[src/rtl/rdc_pkg.sv]
`timescale 1ns/1ps
// Shared types for the ring-clocked delay controller.
// Assumes: nothing beyond IEEE 1800-2017.
package rdc_pkg;

    // Sequence phase of one channel
    typedef enum logic [1:0] {
        ST_IDLE  = 2'd0,
        ST_DELAY = 2'd1,
        ST_HIGH  = 2'd2,
        ST_HOLD  = 2'd3
    } seq_state_t;

    localparam int SRC_COUNT = 3;   // trigger, loop oscillator, width oscillator
    localparam int IDX_TRIG  = 0;
    localparam int IDX_LOOP  = 1;
    localparam int IDX_WIDTH = 2;

endpackage

[src/rtl/rdc_edge_sync.sv]
`timescale 1ns/1ps
// Multi-flop synchronizer with rising-edge detect, one lane per input bit.
// Assumes: each input stays high and low for longer than one clk period,
// STAGES >= 2.
module rdc_edge_sync #(
    parameter int N      = 3,
    parameter int STAGES = 2
) (
    input  logic         clk,
    input  logic         rst_n,
    input  logic [N-1:0] raw,
    output logic [N-1:0] rise
);

    for (genvar g = 0; g < N; g++) begin : g_lane
        logic [STAGES-1:0] stg;
        logic              last;

        // Shift the raw level through the synchronizer and keep the previous level
        always_ff @(posedge clk) begin
            if (!rst_n) begin
                stg  <= '0;
                last <= 1'b0;
            end else begin
                stg  <= {stg[STAGES-2:0], raw[g]};
                last <= stg[STAGES-1];
            end
        end

        assign rise[g] = stg[STAGES-1] & ~last;
    end

endmodule

[src/rtl/rdc_span_cnt.sv]
`timescale 1ns/1ps
// Tick counter for one span (delay or high time). Flags the tick that
// completes the span and the tick one before it.
// Assumes: lim is stable while run is high; a limit of 0 completes on the
// first tick.
module rdc_span_cnt #(
    parameter int W = 12
) (
    input  logic         clk,
    input  logic         rst_n,
    input  logic         clr,
    input  logic         run,
    input  logic         tick,
    input  logic [W-1:0] lim,
    output logic         hit,
    output logic         pre
);

    logic [W-1:0] cnt;
    logic [W-1:0] cnt_nxt;

    assign cnt_nxt = cnt + 1'b1;
    assign hit     = run & tick & (cnt_nxt >= lim);
    assign pre     = run & tick & (lim > W'(1)) & (cnt_nxt == lim - 1'b1);

    // Count ticks while running, restart whenever cleared
    always_ff @(posedge clk) begin
        if (!rst_n)
            cnt <= '0;
        else if (clr)
            cnt <= '0;
        else if (run && tick)
            cnt <= cnt_nxt;
    end

    AST_SPAN_BOUND: assert property (@(posedge clk) disable iff (!rst_n)
        (run && lim != '0) |-> (cnt < lim));

endmodule

[src/rtl/rdc_holdoff.sv]
`timescale 1ns/1ps
// Hold-off timer. done is high in the CYC-th cycle of a run.
// Assumes: run stays high until done, CYC >= 1.
module rdc_holdoff #(
    parameter int CYC = 8
) (
    input  logic clk,
    input  logic rst_n,
    input  logic run,
    output logic done
);

    localparam int CW = $clog2(CYC + 1);

    logic [CW-1:0] cnt;

    assign done = run && (cnt == CW'(CYC - 1));

    // Count cycles of the current hold-off, idle at zero
    always_ff @(posedge clk) begin
        if (!rst_n)
            cnt <= '0;
        else if (!run)
            cnt <= '0;
        else
            cnt <= cnt + 1'b1;
    end

    AST_HOLD_BOUND: assert property (@(posedge clk) disable iff (!rst_n)
        run |-> (cnt < CW'(CYC)));

endmodule

[src/rtl/ring_delay_ctl.sv]
`timescale 1ns/1ps
// Control for one pulse-generator channel.
// - The coarse delay counts delay-loop oscillator periods; the pulse high
//   time counts width-oscillator periods.
// - Drives the external flip-flop data, the loop enable and its reset, the
//   end reset, the width-oscillator enable and the fine-delay word.
// - Supports a burst limit.
// Assumes: trigger and oscillator periods exceed about four clk cycles.
module ring_delay_ctl
    import rdc_pkg::*;
#(
    parameter int ND_W        = 12,
    parameter int NH_W        = 14,
    parameter int BURST_W     = 16,
    parameter int FINE_W      = 10,
    parameter int HOLD_CYC    = 8,
    parameter int SYNC_STAGES = 2
) (
    input  logic               clk,
    input  logic               rst_n,
    input  logic               ext_trig,
    input  logic               int_clk,
    input  logic               src_sel,
    input  logic               loop_osc,
    input  logic               width_osc,
    input  logic [ND_W-1:0]    cfg_nd,
    input  logic [NH_W-1:0]    cfg_nh,
    input  logic [BURST_W-1:0] cfg_burst,
    input  logic [FINE_W-1:0]  cfg_fine,
    input  logic               flag_clr,
    output logic               ff_data,
    output logic               loop_en,
    output logic               loop_rst,
    output logic               pulse_out,
    output logic               end_rst,
    output logic               width_en,
    output logic [FINE_W-1:0]  fine_code,
    output logic               overrun
);

    localparam logic [BURST_W-1:0] TALLY_MAX = '1;

    seq_state_t         state;
    logic               trg_raw;
    logic [SRC_COUNT-1:0] raw_in;
    logic [SRC_COUNT-1:0] rise;
    logic               trg_rise;
    logic               loop_tick;
    logic               width_tick;
    logic               idle;
    logic               burst_done;
    logic               accept;
    logic               d_hit;
    logic               d_pre;
    logic               w_hit;
    logic               h_done;
    logic [ND_W-1:0]    sh_nd;
    logic [NH_W-1:0]    sh_nh;
    logic [FINE_W-1:0]  sh_fine;
    logic [BURST_W-1:0] tally;

    assign trg_raw = src_sel ? int_clk : ext_trig;
    assign raw_in  = {width_osc, loop_osc, trg_raw};

    rdc_edge_sync #(
        .N      (SRC_COUNT),
        .STAGES (SYNC_STAGES)
    ) u_sync (
        .clk   (clk),
        .rst_n (rst_n),
        .raw   (raw_in),
        .rise  (rise)
    );

    assign trg_rise   = rise[IDX_TRIG];
    assign loop_tick  = rise[IDX_LOOP];
    assign width_tick = rise[IDX_WIDTH];

    assign idle       = (state == ST_IDLE);
    assign burst_done = (cfg_burst != '0) && (tally >= cfg_burst);
    assign accept     = idle && trg_rise && !burst_done;

    rdc_span_cnt #(.W(ND_W)) u_delay (
        .clk   (clk),
        .rst_n (rst_n),
        .clr   (state != ST_DELAY),
        .run   (state == ST_DELAY),
        .tick  (loop_tick),
        .lim   (sh_nd),
        .hit   (d_hit),
        .pre   (d_pre)
    );

    logic w_pre_unused;

    rdc_span_cnt #(.W(NH_W)) u_width (
        .clk   (clk),
        .rst_n (rst_n),
        .clr   (state != ST_HIGH),
        .run   (state == ST_HIGH),
        .tick  (width_tick),
        .lim   (sh_nh),
        .hit   (w_hit),
        .pre   (w_pre_unused)
    );

    rdc_holdoff #(.CYC(HOLD_CYC)) u_hold (
        .clk   (clk),
        .rst_n (rst_n),
        .run   (state == ST_HOLD),
        .done  (h_done)
    );

    // Sample the configuration only between sequences
    always_ff @(posedge clk) begin
        if (!rst_n) begin
            sh_nd   <= '0;
            sh_nh   <= '0;
            sh_fine <= '0;
        end else if (idle) begin
            sh_nd   <= cfg_nd;
            sh_nh   <= cfg_nh;
            sh_fine <= cfg_fine;
        end
    end

    assign fine_code = sh_fine;

    // Sequence the delay, high and hold-off phases and drive the pulse path
    always_ff @(posedge clk) begin
        if (!rst_n) begin
            state     <= ST_IDLE;
            ff_data   <= 1'b0;
            loop_en   <= 1'b0;
            loop_rst  <= 1'b0;
            pulse_out <= 1'b0;
            end_rst   <= 1'b0;
            width_en  <= 1'b0;
        end else begin
            loop_rst <= 1'b0;
            end_rst  <= 1'b0;
            if (loop_rst)
                loop_en <= 1'b0;
            case (state)
                ST_IDLE: begin
                    if (accept) begin
                        if (cfg_nd == '0) begin
                            ff_data   <= 1'b1;
                            pulse_out <= 1'b1;
                            width_en  <= 1'b1;
                            state     <= ST_HIGH;
                        end else begin
                            loop_en <= 1'b1;
                            ff_data <= (cfg_nd == ND_W'(1));
                            state   <= ST_DELAY;
                        end
                    end
                end
                ST_DELAY: begin
                    if (d_pre)
                        ff_data <= 1'b1;
                    if (d_hit) begin
                        ff_data   <= 1'b1;
                        pulse_out <= 1'b1;
                        loop_rst  <= 1'b1;
                        width_en  <= 1'b1;
                        state     <= ST_HIGH;
                    end
                end
                ST_HIGH: begin
                    if (w_hit) begin
                        end_rst <= 1'b1;
                        state   <= ST_HOLD;
                    end
                end
                ST_HOLD: begin
                    if (end_rst) begin
                        pulse_out <= 1'b0;
                        ff_data   <= 1'b0;
                    end
                    if (h_done) begin
                        width_en <= 1'b0;
                        state    <= ST_IDLE;
                    end
                end
                default: state <= ST_IDLE;
            endcase
        end
    end

    // Tally completed pulses for the burst limit
    always_ff @(posedge clk) begin
        if (!rst_n)
            tally <= '0;
        else if (flag_clr)
            tally <= '0;
        else if (state == ST_HOLD && h_done && tally != TALLY_MAX)
            tally <= tally + 1'b1;
    end

    // Flag triggers that land inside an active sequence
    always_ff @(posedge clk) begin
        if (!rst_n)
            overrun <= 1'b0;
        else if (flag_clr)
            overrun <= 1'b0;
        else if (!idle && trg_rise)
            overrun <= 1'b1;
    end

    AST_ARMED_WHILE_HIGH: assert property (@(posedge clk) disable iff (!rst_n)
        pulse_out |-> ff_data);
    AST_LOOP_RST_AT_RISE: assert property (@(posedge clk) disable iff (!rst_n)
        loop_rst |-> $rose(pulse_out));
    AST_LOOP_OFF_AFTER_RST: assert property (@(posedge clk) disable iff (!rst_n)
        loop_rst |=> (!loop_rst && !loop_en));
    AST_LOOP_IDLE_IN_HIGH: assert property (@(posedge clk) disable iff (!rst_n)
        (pulse_out && !loop_rst) |-> !loop_en);
    AST_WIDTH_EN_COVERS: assert property (@(posedge clk) disable iff (!rst_n)
        pulse_out |-> width_en);
    AST_END_CLEARS: assert property (@(posedge clk) disable iff (!rst_n)
        end_rst |=> (!pulse_out && !ff_data && !end_rst));
    AST_WIDTH_EN_LAST: assert property (@(posedge clk) disable iff (!rst_n)
        $fell(width_en) |-> !pulse_out);
    AST_FINE_HELD: assert property (@(posedge clk) disable iff (!rst_n)
        (state != ST_IDLE && $past(state) != ST_IDLE) |-> $stable(fine_code));
    AST_OVR_CAUSE: assert property (@(posedge clk) disable iff (!rst_n)
        $rose(overrun) |-> ($past(state) != ST_IDLE));

endmodule

[config.mk]
export PLATFORM = sky130hd
export DESIGN_NAME = ring_delay_ctl
export DESIGN_NICKNAME = d
export VERILOG_FILES = /design/src/rtl/rdc_pkg.sv /design/src/rtl/rdc_edge_sync.sv /design/src/rtl/rdc_span_cnt.sv /design/src/rtl/rdc_holdoff.sv /design/src/rtl/ring_delay_ctl.sv
export SDC_FILE = /design/constraint.sdc
export NUM_CORES = 1
export LEC_CHECK = 0
export ABC_CLOCK_PERIOD_IN_PS = 4700
export BUFFER_PORTS_ARGS = -buffer_cell sky130_fd_sc_hd__buf_4
export CAP_MARGIN = 15
export CELL_PAD_IN_SITES_DETAIL_PLACEMENT = 0
export CELL_PAD_IN_SITES_GLOBAL_PLACEMENT = 1
export CORE_ASPECT_RATIO = 1.4
export CORE_UTILIZATION = 47
export CTS_CLUSTER_SIZE = 20
export DETAILED_ROUTE_END_ITERATION = 6
export PLACE_DENSITY_LB_ADDON = 0.12
export SKIP_LAST_GASP = 1
export SYNTH_ARGS = -nofsm -noshare
export SYNTH_HDL_FRONTEND = slang
export SYNTH_SLANG_ARGS = --single-unit
[constraint.sdc]
create_clock -name clk -period 4.7 [get_ports clk]
set_input_delay 0.235 -clock clk [delete_from_list [all_inputs] [get_ports clk]]
set_output_delay 0.235 -clock clk [all_outputs]
set_load 0.005 [all_outputs]
# Yosys cells after proc, flatten, opt, wreduce, memory -nomap -nowiden
# Cells that the tools add are included.
# totals
input_bits,60
word_cells,109
reg_bits,100
# op_classes
muxes,25
eq_ne,16
n_addsub,5
bitwise,13
reduce_logical,25
magnitude_cmp,4
# ops
cell,n
"adder 16 x 1 -> 16 bit, second input constant",1
>= comparator 16 bit,1
two-way mux 1 bit,16
"inequality test 16 bit, second input constant",1
nonzero test 16 bit,1
"adder 14 x 1 -> 14 bit, second input constant",1
>= comparator 14 bit,1
"adder 12 x 1 -> 12 bit, second input constant",1
"== test 12 x 1 -> 1 bit, second input constant",1
== test 12 bit,1
>= comparator 12 bit,1
"> comparator 12 x 1 -> 1 bit, second input constant",1
zero test 12 bit,1
"subtractor 12 x 1 -> 12 bit, second input constant",1
two-way mux 2 bit,5
"inequality test 2 bit, second input constant",5
AND reduction 5 bit,2
AND 1 bit,9
logical AND 1 bit,9
one-hot mux 1 bit (3 select lines),3
one-hot mux 2 bit (4 select lines),1
AND reduction 4 bit,2
"inequality test 2 x 1 -> 1 bit, second input constant",3
AND reduction 2 bit,3
other kinds (10),17

# Longest topological paths before layout
# Gate-level depths: netlist (run 1).
# logic_depth
depth_word,8
mapped_depth,14
mapped_depth_nobuf,14

# Cells and area by module
# From an unflattened synthesis (run 1), not the netlist that was laid out.
# unflattened
cells_unflattened,722
area_unflattened_um2,6368.6
# modules_own_cells
mod,area_each_um2,instances,seq_area_each_um2,cells_per_inst
ring_delay_ctl,3024.2,1,1221.2,320
rdc_span_cnt at u_width,1599.0,1,280.3,201
rdc_span_cnt at u_delay,1332.5,1,240.2,165
rdc_edge_sync,255.2,1,180.2,21
rdc_holdoff,157.7,1,80.1,15

# Worst setup path after synthesis (run 1)
# Ideal clock, no wire load.
# synth_timing
kind,register -> register
from,reg u_delay.cnt[0]
to,reg ff_data
setup_time_ps,131
path_stages_with_launch,14
arrival_time_ps,2765
required_time_ps,4569
slack_ps,1804
path_cell_list,dfxtp_1 -> ha_1 -> nand3_4 -> nor3_4 -> and3_1 -> xor2_1 -> ha_1 -> a21o_1 -> a21oi_1 -> o311ai_0 -> a21bo_2 -> a41o_1 -> a21oi_1 -> a311oi_1
# synth_via
elab_chain_len,5
elab_cells_between_ends,9
cone_classes,1 x add/sub; 1 x order compare; 2 x eq/ne; 2 x mux; 2 x bitwise; 1 x reduce/logical
# synth_rtl
element,line,source
"start, declared",rdc_span_cnt.sv:19,logic [W-1:0] cnt;
"start signal, assigned",rdc_span_cnt.sv:33,cnt <= cnt_nxt;
adder 12 x 1 -> 12 bit (*),rdc_span_cnt.sv:22,assign cnt_nxt = cnt + 1'b1;
net u_delay.cnt_nxt[10],rdc_span_cnt.sv:20,logic [W-1:0] cnt_nxt;
>= comparator 12 bit / == test 12 bit (equally long branches),"rdc_span_cnt.sv:23, rdc_span_cnt.sv:24",
AND 1 bit (on tied branches),"rdc_span_cnt.sv:23, rdc_span_cnt.sv:24",
inequality test 3 bit (no line) / two-way mux 1 bit (equally long branches),-,
AND reduction 4 bit (no line) / one-hot mux 1 bit (3 select lines) (equally long branches),-,
"end signal, assigned",ring_delay_ctl.sv:154,ff_data <= (cfg_nd == ND_W'(1));
"end, declared",ring_delay_ctl.sv:31,"output logic ff_data,"
# Mark *: on every way through the listed nets, which the timed path passes. The rest lies on a longest branch.
# A chain may end at the register's enable or synchronous reset.

# Worst setup path after layout (run 1)
# Ends and elaborated chain as after synthesis.

==> results of run 1 <==
==> cell type report <==
| type | instances | area (um2) | share of cell area (%) |
|---|---|---|---|
| Clock inverter | 7 | 93.8 | 1.40 |
| Sequential cell | 100 | 2000 | 29.8 |
| Timing Repair Buffer | 78 | 586 | 8.72 |
| Multi-Input combinational cell | 479 | 3440 | 51.2 |
| Tap cell | 147 | 184 | 2.74 |
| Inverter | 49 | 184 | 2.74 |
| Clock buffer | 9 | 225 | 3.36 |
==> routing by layer <==
| layer | wire length [um] | share of wire, % | vias up | track usage, % |
|---|---|---|---|---|
| li1 | - | - | 2336 | - |
| met1 | 5100 | 42 | 2075 | 22.9 |
| met2 | 6420 | 53 | 49 | 36.7 |
| met3 | 347 | 2.9 | 16 | 3.92 |
| met4 | 235 | 1.9 | 0 | 7.24 |
| met5 | 0 | 0 | - | 0 |
==> critical path, cell delays in order (launching register included) <==
cell and delay, ns:
dfxtp_1 0.44, ha_1 0.29, nand3_4 0.13, nor3_4 0.27
and3_1 0.20, xor2_1 0.26, ha_1 0.30, a21o_1 0.16
a21oi_1 0.19, o311ai_0 0.23, a21bo_2 0.27, a41o_1 0.22
a21oi_1 0.14, a311oi_1 0.06
==> power breakdown <==
group / total [mW] / switching, mW / leakage (nW) / internal, mW
registers: 0.950 / 0.0466 / 0.817 / 0.904
logic: 0.498 / 0.248 / 2.17 / 0.250
clock network: 0.779 / 0.352 / 0.153 / 0.427
total: 2.23 / 0.646 / 3.14 / 1.58
==> cells by family after synthesis <==
kind of cell	count (synthesis)
multiplexers	40
AO/OA/AOI/OAI	68
XOR/XNOR	78
AND/OR/NAND/NOR	240
flip-flops	100
adder cells (fa/ha/maj)	53
buffers and inverters	68
==> sequential cells by signal, indices dropped and copies added (netlist names) <==
register / count
end_rst: 1
ff_data: 1
fine_code: 10
loop_en: 1
loop_rst: 1
overrun: 1
pulse_out: 1
sh_nd: 12
sh_nh: 14
state: 2
tally: 16
u_delay.cnt: 12
u_hold.cnt: 4
u_sync.g_lane.last: 3
u_sync.g_lane.stg: 6
u_width.cnt: 14
width_en: 1
==> cells in the final DEF, fill, tap and decap left out, types with 6 or more instances in the layout <==
cell type	synthesis	routed
a21o_1	13	13
mux2i_1	40	40
ha_1	53	52
or3_1	6	6
nor2_1	96	96
nand4_1	15	15
buf_4	1	78
a21oi_1	21	21
o21ai_0	11	11
and3_1	11	11
dfxtp_1	100	100
nand2_1	42	42
nor4_1	9	9
inv_1	49	49
xnor2_1	36	36
clkbuf_16	0	9
nand2b_1	6	6
nor3_1	9	9
nand3_1	14	14
xor2_1	38	38
and2_1	10	10
==> path summary, 6_finish.rpt <==
kind                                        endpoint  slack, ns  depth (start not counted)
setup / recovery                ff_data$_SDFFE_PN0P_       1.43                         13
hold / removal    u_sync.g_lane[2].stg[0]$_SDFF_PN0_       0.08                          2
setup reg to reg                ff_data$_SDFFE_PN0P_       1.43                         13
hold reg to reg   u_sync.g_lane[0].stg[1]$_SDFF_PN0_       0.44                          1
==> impl_metrics.env, run 1 <==
export IMPL_vias_per_cell=5.15
export IMPL_track_usage_pct=20.2
export IMPL_instances_no_fill=869
export IMPL_drtIter0Drc=137
export IMPL_slew_violations=0
export IMPL_rsz0062_at_grt="no"
export IMPL_route_vias_total=4476
export IMPL_whs_ns=0.0816
export IMPL_synth_compound_area_share_pct=7.95
export IMPL_required_ns=4.93
export IMPL_areaGrowthSynthToFinish_pct=17.8
export IMPL_hold_viol_final=0
export IMPL_antenna_found_initial=0
export IMPL_final_area_um2=6710
export IMPL_p_leak_nw=3.14
export IMPL_synthTopCellsByArea="dfxtp_1 (35%), ha_1 (12%), mux2i_1 (7.0%), nor2_1 (6.3%), xor2_1 (5.8%)"
export IMPL_synth_ff_type="dfxtp_1"
export IMPL_outcome="completed"
export IMPL_cts_buffers_inserted=9
export IMPL_insertion_delay_ns=0.36
export IMPL_synth_mux_area_share_pct=7.03
export IMPL_grt_max_degree=32
export IMPL_endpoint_kind="flip-flop"
export IMPL_path_clk_slew_ns=0.08
export IMPL_slew_headroom_pct=57.5
export IMPL_cts_buffer_depth=2
export IMPL_drv_cap=0
export IMPL_cts_setup_buffers=0
export IMPL_powerDensity_nw_per_um2=332
export IMPL_cts_hold_fix_buffers=0
export IMPL_routed_wl_um=12100
export IMPL_max_freq_mhz=306
export IMPL_tns_ns=0
export IMPL_core_area_um2=11800
export IMPL_min_from="width_osc"
export IMPL_synth_cell_types=56
export IMPL_io_buffers=76
export IMPL_cp_max_fo=6
export IMPL_dpl_cell_area_um2=6390
export IMPL_gp_congestion=0.807
export IMPL_wl_per_cell_um=13.9
export IMPL_die_h_um=132
export IMPL_synth_area_um2=5700
export IMPL_yosysSeqAreaShare_pct=35.1
export IMPL_drive_above_1_share_pct=15.4
export IMPL_r2r_start="u_delay.cnt[0]$_SDFFE_PN0P_"
export IMPL_async_reset_ff_share_pct=0
export IMPL_synth_edf_count=0
export IMPL_synth_warnings=0
export IMPL_period_share_pct=69.5
export IMPL_synth_top_area_share_pct=35.1
export IMPL_placed_cells=853
export IMPL_die_area_um2=12600
export IMPL_cts_root_buf="clkbuf_16"
export IMPL_worst_slack_ns=1.43
export IMPL_grt_ovfl_total=0
export IMPL_synth_top_family_by_area="simple AND/OR/NAND/NOR gates"
export IMPL_post_route_util_pct=56.8
export IMPL_critPathLaunch="u_delay.cnt[0]$_SDFFE_PN0P_"
export IMPL_layout_nets=830
export IMPL_grt_pass1_vias=4368
export IMPL_peakVddDrop_mv=0.189
export IMPL_netlist_instances=647
export IMPL_synth_nets=760
export IMPL_syn_avg_cell_area_um2=8.81
export IMPL_cts_tree="built"
export IMPL_n_fill_cell=1137
export IMPL_htreeDepth=3
export IMPL_initial_core_util_pct=48.2
export IMPL_skew_ns=0.00683
export IMPL_worstSetupPathType="flip-flop to flip-flop"
export IMPL_fin_crit_ns=3.27
export IMPL_power_mw=2.23
export IMPL_arrival_ns=3.49
export IMPL_synth_most_common_cell="dfxtp_1"
export IMPL_yosys_area_share_xor_xnor_pct=12.5
export IMPL_ant_nets=0
export IMPL_hpwl_um=9470
export IMPL_synth_adder_area_share_pct=11.6
export IMPL_start_kind="flip-flop"
export IMPL_postCtsResizedCells=0
export IMPL_setup_viol=0
export IMPL_synthSimpleGateAreaFrac_pct=21.1
export IMPL_cts_sinks=100
export IMPL_drt_first_pass_iters=4
export IMPL_yosysTopAreaCell="dfxtp_1"
export IMPL_drc=0
export IMPL_hold_class="input pin to flip-flop"
export IMPL_rows=47
export IMPL_grt_pass1_wl_um=19900
export IMPL_die_x_um=95.1
export IMPL_boundaryPins=77
export IMPL_synthTopCellsByCount="dfxtp_1 (100), nor2_1 (96), ha_1 (53)"
export IMPL_ys_seq_elements=100
export IMPL_antenna_cells=0
export IMPL_pre_cts_slack_ns=1.47
export IMPL_tightest_slew_ns=0.637
(Power assumes the default switching activity.)
==> inputs of run 2 (changes only) <==
--- a/config.mk
+++ b/config.mk
@@ -5,13 +5,13 @@
 export SDC_FILE = /design/constraint.sdc
 export NUM_CORES = 1
 export LEC_CHECK = 0
-export ABC_CLOCK_PERIOD_IN_PS = 4700
+export ABC_CLOCK_PERIOD_IN_PS = 3400
 export BUFFER_PORTS_ARGS = -buffer_cell sky130_fd_sc_hd__buf_4
 export CAP_MARGIN = 15
 export CELL_PAD_IN_SITES_DETAIL_PLACEMENT = 0
 export CELL_PAD_IN_SITES_GLOBAL_PLACEMENT = 1
 export CORE_ASPECT_RATIO = 1.4
-export CORE_UTILIZATION = 47
+export CORE_UTILIZATION = 44
 export CTS_CLUSTER_SIZE = 20
 export DETAILED_ROUTE_END_ITERATION = 6
 export PLACE_DENSITY_LB_ADDON = 0.12
==> constraint.sdc (replaced) <==
create_clock -name clk -period 3.4 [get_ports clk]
set_input_delay 0.17 -clock clk [delete_from_list [all_inputs] [get_ports clk]]
set_output_delay 0.17 -clock clk [all_outputs]
set_load 0.005 [all_outputs]
==> run 2 against run 1 <==
- sequential cell count did not move
- cell area grew 0.22%
- critical endpoint unchanged
- critical path type unchanged
- global-route usage shrank 1.2 points
- total power is 35% higher
- clock power grew 30%
- register-to-register slack lost 1.2 ns
- first-iteration DRC count increased by 9.5%
- worst hold slack lost 0.060 ns
==> impl_metrics.env, run 2 (same netlist as run 1, synthesis figures left out) <==
export IMPL_layout_nets=833
export IMPL_hold_class="input pin to flip-flop"
export IMPL_antenna_cells=0
export IMPL_start_kind="flip-flop"
export IMPL_setup_viol=0
export IMPL_drtIter0Drc=150
export IMPL_endpoint_kind="flip-flop"
export IMPL_timing_rr_end="ff_data$_SDFFE_PN0P_"
export IMPL_vias_per_cell=5.13
export IMPL_cts_sinks=100
export IMPL_fin_crit_ns=3.19
export IMPL_r2r_start="u_delay.cnt[3]$_SDFFE_PN0P_"
export IMPL_drt_first_pass_iters=6
export IMPL_grt_ovfl_total=0
export IMPL_reg_largest_list="tally: 16 flops, sh_nh: 14 flops, u_width.cnt: 14 flops"
export IMPL_cp_cell_sequence="nand3_1 > or2_1 > nor2_1 > xor2_1 > ha_1 > a21o_1 > a21o_1 > a21oi_1 > o311ai_0 > a21bo_2 > a41o_1 > a21oi_1 > a311oi_1"
export IMPL_cts_hold_fix_buffers=0
export IMPL_slew_headroom_pct=53.4
export IMPL_cts_tree="built"
export IMPL_grt_pass1_wl_um=20300
export IMPL_boundaryPins=77
export IMPL_hold_viol_final=0
export IMPL_hpwl_um=9630
export IMPL_rsz0062_at_grt="yes"
export IMPL_slowest_delay_ns=0.47
export IMPL_io_buffers=76
export IMPL_p_leak_nw=3.15
export IMPL_outcome="completed"
export IMPL_routed_wl_um=12300
export IMPL_n_fill_cell=1193
export IMPL_worstSetupPathType="flip-flop to flip-flop"
export IMPL_cts_root_buf="clkbuf_16"
export IMPL_r2r_cells=13
export IMPL_rows=48
export IMPL_largest_reg_flops=16
export IMPL_skew_ns=0.00913
export IMPL_die_h_um=137
export IMPL_route_vias_total=4491
export IMPL_areaGrowthSynthToFinish_pct=18.1
export IMPL_insertion_delay_ns=0.35
export IMPL_powerDensity_nw_per_um2=448
export IMPL_grt_max_degree=25
export IMPL_grt_pass1_vias=4404
export IMPL_cpMaxStageDelayCell="dfxtp_1"
export IMPL_core_area_um2=12500
export IMPL_cp_top_family="compound AO/OA/AOI/OAI gates"
export IMPL_period_share_pct=93.8
export IMPL_layout_commonest_cell="dfxtp_1"
export IMPL_whs_ns=0.0217
export IMPL_die_x_um=98.2
export IMPL_arrival_ns=3.41
export IMPL_drc=0
export IMPL_track_usage_pct=19.0
export IMPL_final_area_um2=6730
export IMPL_dpl_cell_area_um2=6400
export IMPL_cp_max_fo=6
export IMPL_critPathLaunch="u_delay.cnt[3]$_SDFFE_PN0P_"
export IMPL_tns_ns=0
export IMPL_drive_above_1_share_pct=16.6
export IMPL_crit_buf_inv=0
export IMPL_tightest_slew_ns=0.700
export IMPL_wl_per_cell_um=14.0
export IMPL_cp_depth=13
export IMPL_ant_nets=0
export IMPL_die_area_um2=13400
export IMPL_gp_congestion=0.793
export IMPL_critPathCapture="ff_data$_SDFFE_PN0P_"
export IMPL_initial_core_util_pct=45.6
export IMPL_r2r_slack_ns=0.21
export IMPL_cts_buffers_inserted=9
export IMPL_path_clk_slew_ns=0.08
export IMPL_required_ns=3.62
export IMPL_max_freq_mhz=314
export IMPL_htreeDepth=3
export IMPL_drv_cap=0
export IMPL_antenna_found_initial=0
export IMPL_slew_violations=0
export IMPL_cts_buffer_depth=2
export IMPL_peakVddDrop_mv=0.217
export IMPL_final_cell_mix="dfxtp_1 (99), nor2_1 (94), buf_4 (81), ha_1 (51), inv_1 (49)"
export IMPL_top_register="tally"
run 2: cell types whose count changed in the layout (fill, tap and decap cells not counted), sizes merged:
cell	previous run	this run
clkinvlp	1	0
inv	52	55
buf	78	81
clkinv	2	1
bufinv	1	0
run 2: worst min path at each step:
stage               startpoint                                 end  depth (start not counted)
floorplan             loop_osc  u_sync.g_lane[1].stg[0]$_SDFF_PN0_                          1
global placement      loop_osc  u_sync.g_lane[1].stg[0]$_SDFF_PN0_                          2
detailed placement   width_osc  u_sync.g_lane[2].stg[0]$_SDFF_PN0_                          2
CTS                  width_osc  u_sync.g_lane[2].stg[0]$_SDFF_PN0_                          2
global route          loop_osc  u_sync.g_lane[1].stg[0]$_SDFF_PN0_                          2
finish               width_osc  u_sync.g_lane[2].stg[0]$_SDFF_PN0_                          2
run 2: what timing repair did:
item | 4_1_cts | 5_1_grt
setup endpoints to repair | 0 | 3
resized for setup | 0 | 6
buffers inserted | 0 | 2
run 2: layout make-up:
class | count | area (um2) | area share [%]
Clock inverter | 7 | 62.6 | 0.930
Inverter | 49 | 184 | 2.73
Clock buffer | 9 | 225 | 3.35
Sequential cell | 100 | 2000 | 29.8
Tap cell | 150 | 188 | 2.79
Multi-Input combinational cell | 479 | 3460 | 51.4
Timing Repair Buffer | 81 | 608 | 9.04
run 2: report_power, final:
group	internal [mW]	switching (mW)	leakage, nW
sequential	1.25	0.0673	0.817
clock	0.517	0.491	0.145
combinational	0.347	0.343	2.18
total	2.11	0.901	3.15
run 2: routing by layer:
layer  share of wire [%]  up-vias  global-route usage [%]  wire length [um]
met5                   0        -                       0                 0
met4                 2.2        0                    7.71               275
met3                 2.3       18                    3.32               285
met2                  52       50                    34.8              6330
met1                  44     2081                    21.9              5360
li1                    -     2342                       -                 -
run 2: worst reg2reg max path, cell delays in order (launching register included):
cell and delay, ns:
dfxtp_1 0.47, nand3_1 0.14, or2_1 0.30, nor2_1 0.16, xor2_1 0.25, ha_1 0.31, a21o_1 0.19, a21o_1 0.17
a21oi_1 0.17, o311ai_0 0.21, a21bo_2 0.27, a41o_1 0.23, a21oi_1 0.15, a311oi_1 0.06
run 2: per-stage QoR:
stage / utilization (%) / setup WS, ns / power (mW) / std cells
floorplan: - / 0.504 / 1.83 / 647
global placement: 51.3 / 0.314 / 2.03 / 857
detailed placement: 51.3 / 0.170 / 2.04 / 857
CTS: 53.6 / 0.116 / 3.06 / 873
global route: 53.8 / -0.0155 / 3.18 / 875
finish: 53.8 / 0.212 / 3.01 / 875
==> inputs of run 3 (changes only) <==
--- a/config.mk
+++ b/config.mk
@@ -5,13 +5,14 @@
 export SDC_FILE = /design/constraint.sdc
 export NUM_CORES = 1
 export LEC_CHECK = 0
+export ABC_AREA = 1
 export ABC_CLOCK_PERIOD_IN_PS = 3400
 export BUFFER_PORTS_ARGS = -buffer_cell sky130_fd_sc_hd__buf_4
 export CAP_MARGIN = 15
 export CELL_PAD_IN_SITES_DETAIL_PLACEMENT = 0
 export CELL_PAD_IN_SITES_GLOBAL_PLACEMENT = 1
 export CORE_ASPECT_RATIO = 1.4
-export CORE_UTILIZATION = 44
+export CORE_UTILIZATION = 42
 export CTS_CLUSTER_SIZE = 20
 export DETAILED_ROUTE_END_ITERATION = 6
 export PLACE_DENSITY_LB_ADDON = 0.12
==> run 3 against run 2 <==
- wire length grew 22%
- worst hold slack got worse by 0.012 ns
- count of clock-buffer cells in the layout up 2
- cell area grew 5.7%
- fmax up 7.3%
- cell count up 32%
- sequential cell count stayed put
- via count is 26% higher
- critical path type unchanged
- largest power group unchanged
==> impl_metrics.env, run 3 <==
export IMPL_ys_seq_elements=100
export IMPL_hold_class="input pin to flip-flop"
export IMPL_setup_viol=0
export IMPL_cts_root_buf="clkbuf_16"
export IMPL_slew_headroom_pct=61.9
export IMPL_layout_commonest_cell="nand2_1"
export IMPL_cts_setup_buffers=0
export IMPL_cts_buffers_inserted=9
export IMPL_cts_tree="built"
export IMPL_reg_largest_list="tally: 16 flops, sh_nh: 14 flops, u_width.cnt: 14 flops"
export IMPL_syn_avg_cell_area_um2=6.76
export IMPL_top_register="tally"
export IMPL_dpl_cell_area_um2=6780
export IMPL_max_freq_mhz=337
export IMPL_instances_no_fill=1155
export IMPL_final_cell_mix="nand2_1 (168), inv_1 (148), nor2_1 (104), dfxtp_1 (100), a21oi_1 (81)"
export IMPL_io_buffers=76
export IMPL_netlist_instances=892
export IMPL_synth_warnings=0
export IMPL_initial_core_util_pct=43.2
export IMPL_die_h_um=144
export IMPL_final_area_um2=7110
export IMPL_rsz0062_at_grt="no"
export IMPL_required_ns=3.68
export IMPL_gp_congestion=0.826
export IMPL_synthTopCellsByArea="dfxtp_1 (33%), ha_1 (11%), nand2_1 (10%), inv_1 (9.2%), a21oi_1 (6.7%)"
export IMPL_rows=51
export IMPL_fin_crit_ns=2.97
export IMPL_power_mw=3.93
export IMPL_worst_slack_ns=0.430
export IMPL_wl_per_cell_um=13.0
export IMPL_hold_viol_final=0
export IMPL_whs_ns=0.00936
export IMPL_insertion_delay_ns=0.35
export IMPL_synth_most_common_cell="nand2_1"
export IMPL_drv_cap=0
export IMPL_arrival_ns=3.25
export IMPL_placed_cells=1138
export IMPL_start_kind="flip-flop"
export IMPL_path_clk_slew_ns=0.08
export IMPL_synth_nets=1005
export IMPL_slew_violations=0
export IMPL_period_share_pct=87.4
export IMPL_antenna_cells=0
export IMPL_drtIter0Drc=191
export IMPL_grt_pass1_vias=5252
export IMPL_worstSetupPathType="flip-flop to flip-flop"
export IMPL_synth_area_um2=6030
export IMPL_boundaryPins=77
export IMPL_powerDensity_nw_per_um2=553
export IMPL_yosysTopAreaCell="dfxtp_1"
export IMPL_core_area_um2=14000
export IMPL_post_route_util_pct=50.9
export IMPL_peakVddDrop_mv=0.241
export IMPL_tightest_slew_ns=0.572
export IMPL_drive_above_1_share_pct=12.9
export IMPL_pre_cts_slack_ns=0.462
export IMPL_layout_nets=1078
export IMPL_largest_reg_flops=16
export IMPL_areaGrowthSynthToFinish_pct=17.8
export IMPL_route_vias_total=5646
export IMPL_endpoint_kind="flip-flop"
export IMPL_p_leak_nw=3.47
export IMPL_async_reset_ff_share_pct=0
export IMPL_synth_cell_types=37
export IMPL_yosysSeqAreaShare_pct=33.2
export IMPL_grt_ovfl_total=0
export IMPL_vias_per_cell=4.89
export IMPL_drt_first_pass_iters=4
export IMPL_antenna_found_initial=0
export IMPL_grt_pass1_wl_um=23800
export IMPL_track_usage_pct=20.8
export IMPL_cts_buffer_depth=2
export IMPL_ant_nets=0
export IMPL_synth_top_area_share_pct=33.2
export IMPL_synth_edf_count=0
export IMPL_drc=0
export IMPL_grt_max_degree=58
export IMPL_synthTopCellsByCount="nand2_1 (168), inv_1 (148), nor2_1 (104)"
export IMPL_synth_ff_type="dfxtp_1"
export IMPL_outcome="completed"
export IMPL_routed_wl_um=15000
export IMPL_tns_ns=0
export IMPL_hpwl_um=12000
export IMPL_skew_ns=0.00773
export IMPL_cts_sinks=100
export IMPL_cp_max_fo=4
export IMPL_htreeDepth=3
export IMPL_die_x_um=103
export IMPL_die_area_um2=14900
==> run 3: changes by cell type in the layout (fill, tap and decap cells not counted), moves of 10 or more <==
| cell | previous run | this run |
|---|---|---|
| o21ai_0 | 11 | 79 |
| xor2_1 | 37 | 17 |
| a21oi_1 | 20 | 81 |
| nand2_1 | 42 | 168 |
| a21o_1 | 13 | 1 |
| inv_1 | 49 | 148 |
| nand3_1 | 14 | 41 |
| mux2i_1 | 40 | 0 |
| nor2_1 | 94 | 104 |
| and3_1 | 11 | 1 |
| xnor2_1 | 36 | 1 |
==> run 3: worst max-delay path, stage by stage (launching register included) <==
cell and delay (ns):
dfxtp_1 0.40, ha_1 0.22, nand3_1 0.13, nor3_2 0.18, nand3_1 0.16, nor3_2 0.18, nand3_1 0.11, xor2_1 0.18
inv_1 0.07, ha_1 0.27, nand2_1 0.08, nor4_1 0.26, nand2_1 0.09, nand3_1 0.09, nand2_1 0.07, nand2_1 0.07
nand3_1 0.13, nand2_1 0.09, nand2_1 0.05, nor2_1 0.09
==> run 3: cell type report <==
| cell class | instances | area [um2] |
|---|---|---|
| flip-flops and latches | 100 | 2000 |
| clock inverters | 5 | 66.3 |
| inverters | 154 | 578 |
| fillers | 1418 | 6870 |
| repair buffers | 80 | 603 |
| well taps | 185 | 231 |
| multi-input cells | 620 | 3370 |
| clock buffers | 11 | 253 |
==> run 3: power by group <==
group	switching (mW)	leakage (nW)	internal (mW)
Sequential	0.118	0.818	1.36
Clock	0.471	0.155	0.622
Combinational	0.860	2.50	0.507
Total	1.45	3.47	2.48
==> run 3: worst paths after layout <==
check | from | to | slack (ns) | cells after the start
setup reg to reg | u_width.cnt[0]$_SDFFE_PN0P_ | state[1]$_SDFFE_PN0P_ | 0.43 | 19
hold reg to reg | u_sync.g_lane[2].stg[0]$_SDFF_PN0_ | u_sync.g_lane[2].stg[1]$_SDFF_PN0_ | 0.42 | 2
hold / removal | loop_osc | u_sync.g_lane[1].stg[0]$_SDFF_PN0_ | 0.009 | 3
setup / recovery | u_width.cnt[0]$_SDFFE_PN0P_ | state[1]$_SDFFE_PN0P_ | 0.43 | 19
==> run 3: cells by family (layout without fill, tap and decap cells) <==
kind of cell / count (synthesis) / count (layout) / share of synthesized area [%]
fa+ha+maj: 53 / 53 / 11.0
flops: 100 / 100 / 33.2
compound gates: 178 / 178 / 15.5
xor+xnor: 18 / 18 / 2.61
simple gates: 371 / 371 / 26.8
buf+inv: 172 / 250 / 10.9
==> run 3: layer usage <==
metal | wire length, um | track usage, % | vias up
li1 | - | - | 3017
met2 | 8140 | 39.6 | 51
met1 | 6370 | 23.1 | 2563
met5 | 0 | 0 | -
met4 | 216 | 6.52 | 0
met3 | 247 | 3.16 | 15
==> run 3: timing repair <==
action | CTS | global route
endpoints found under the hold margin | 1 | 0
hold buffers | 1 | 0
gates resized for setup | 0 | 0
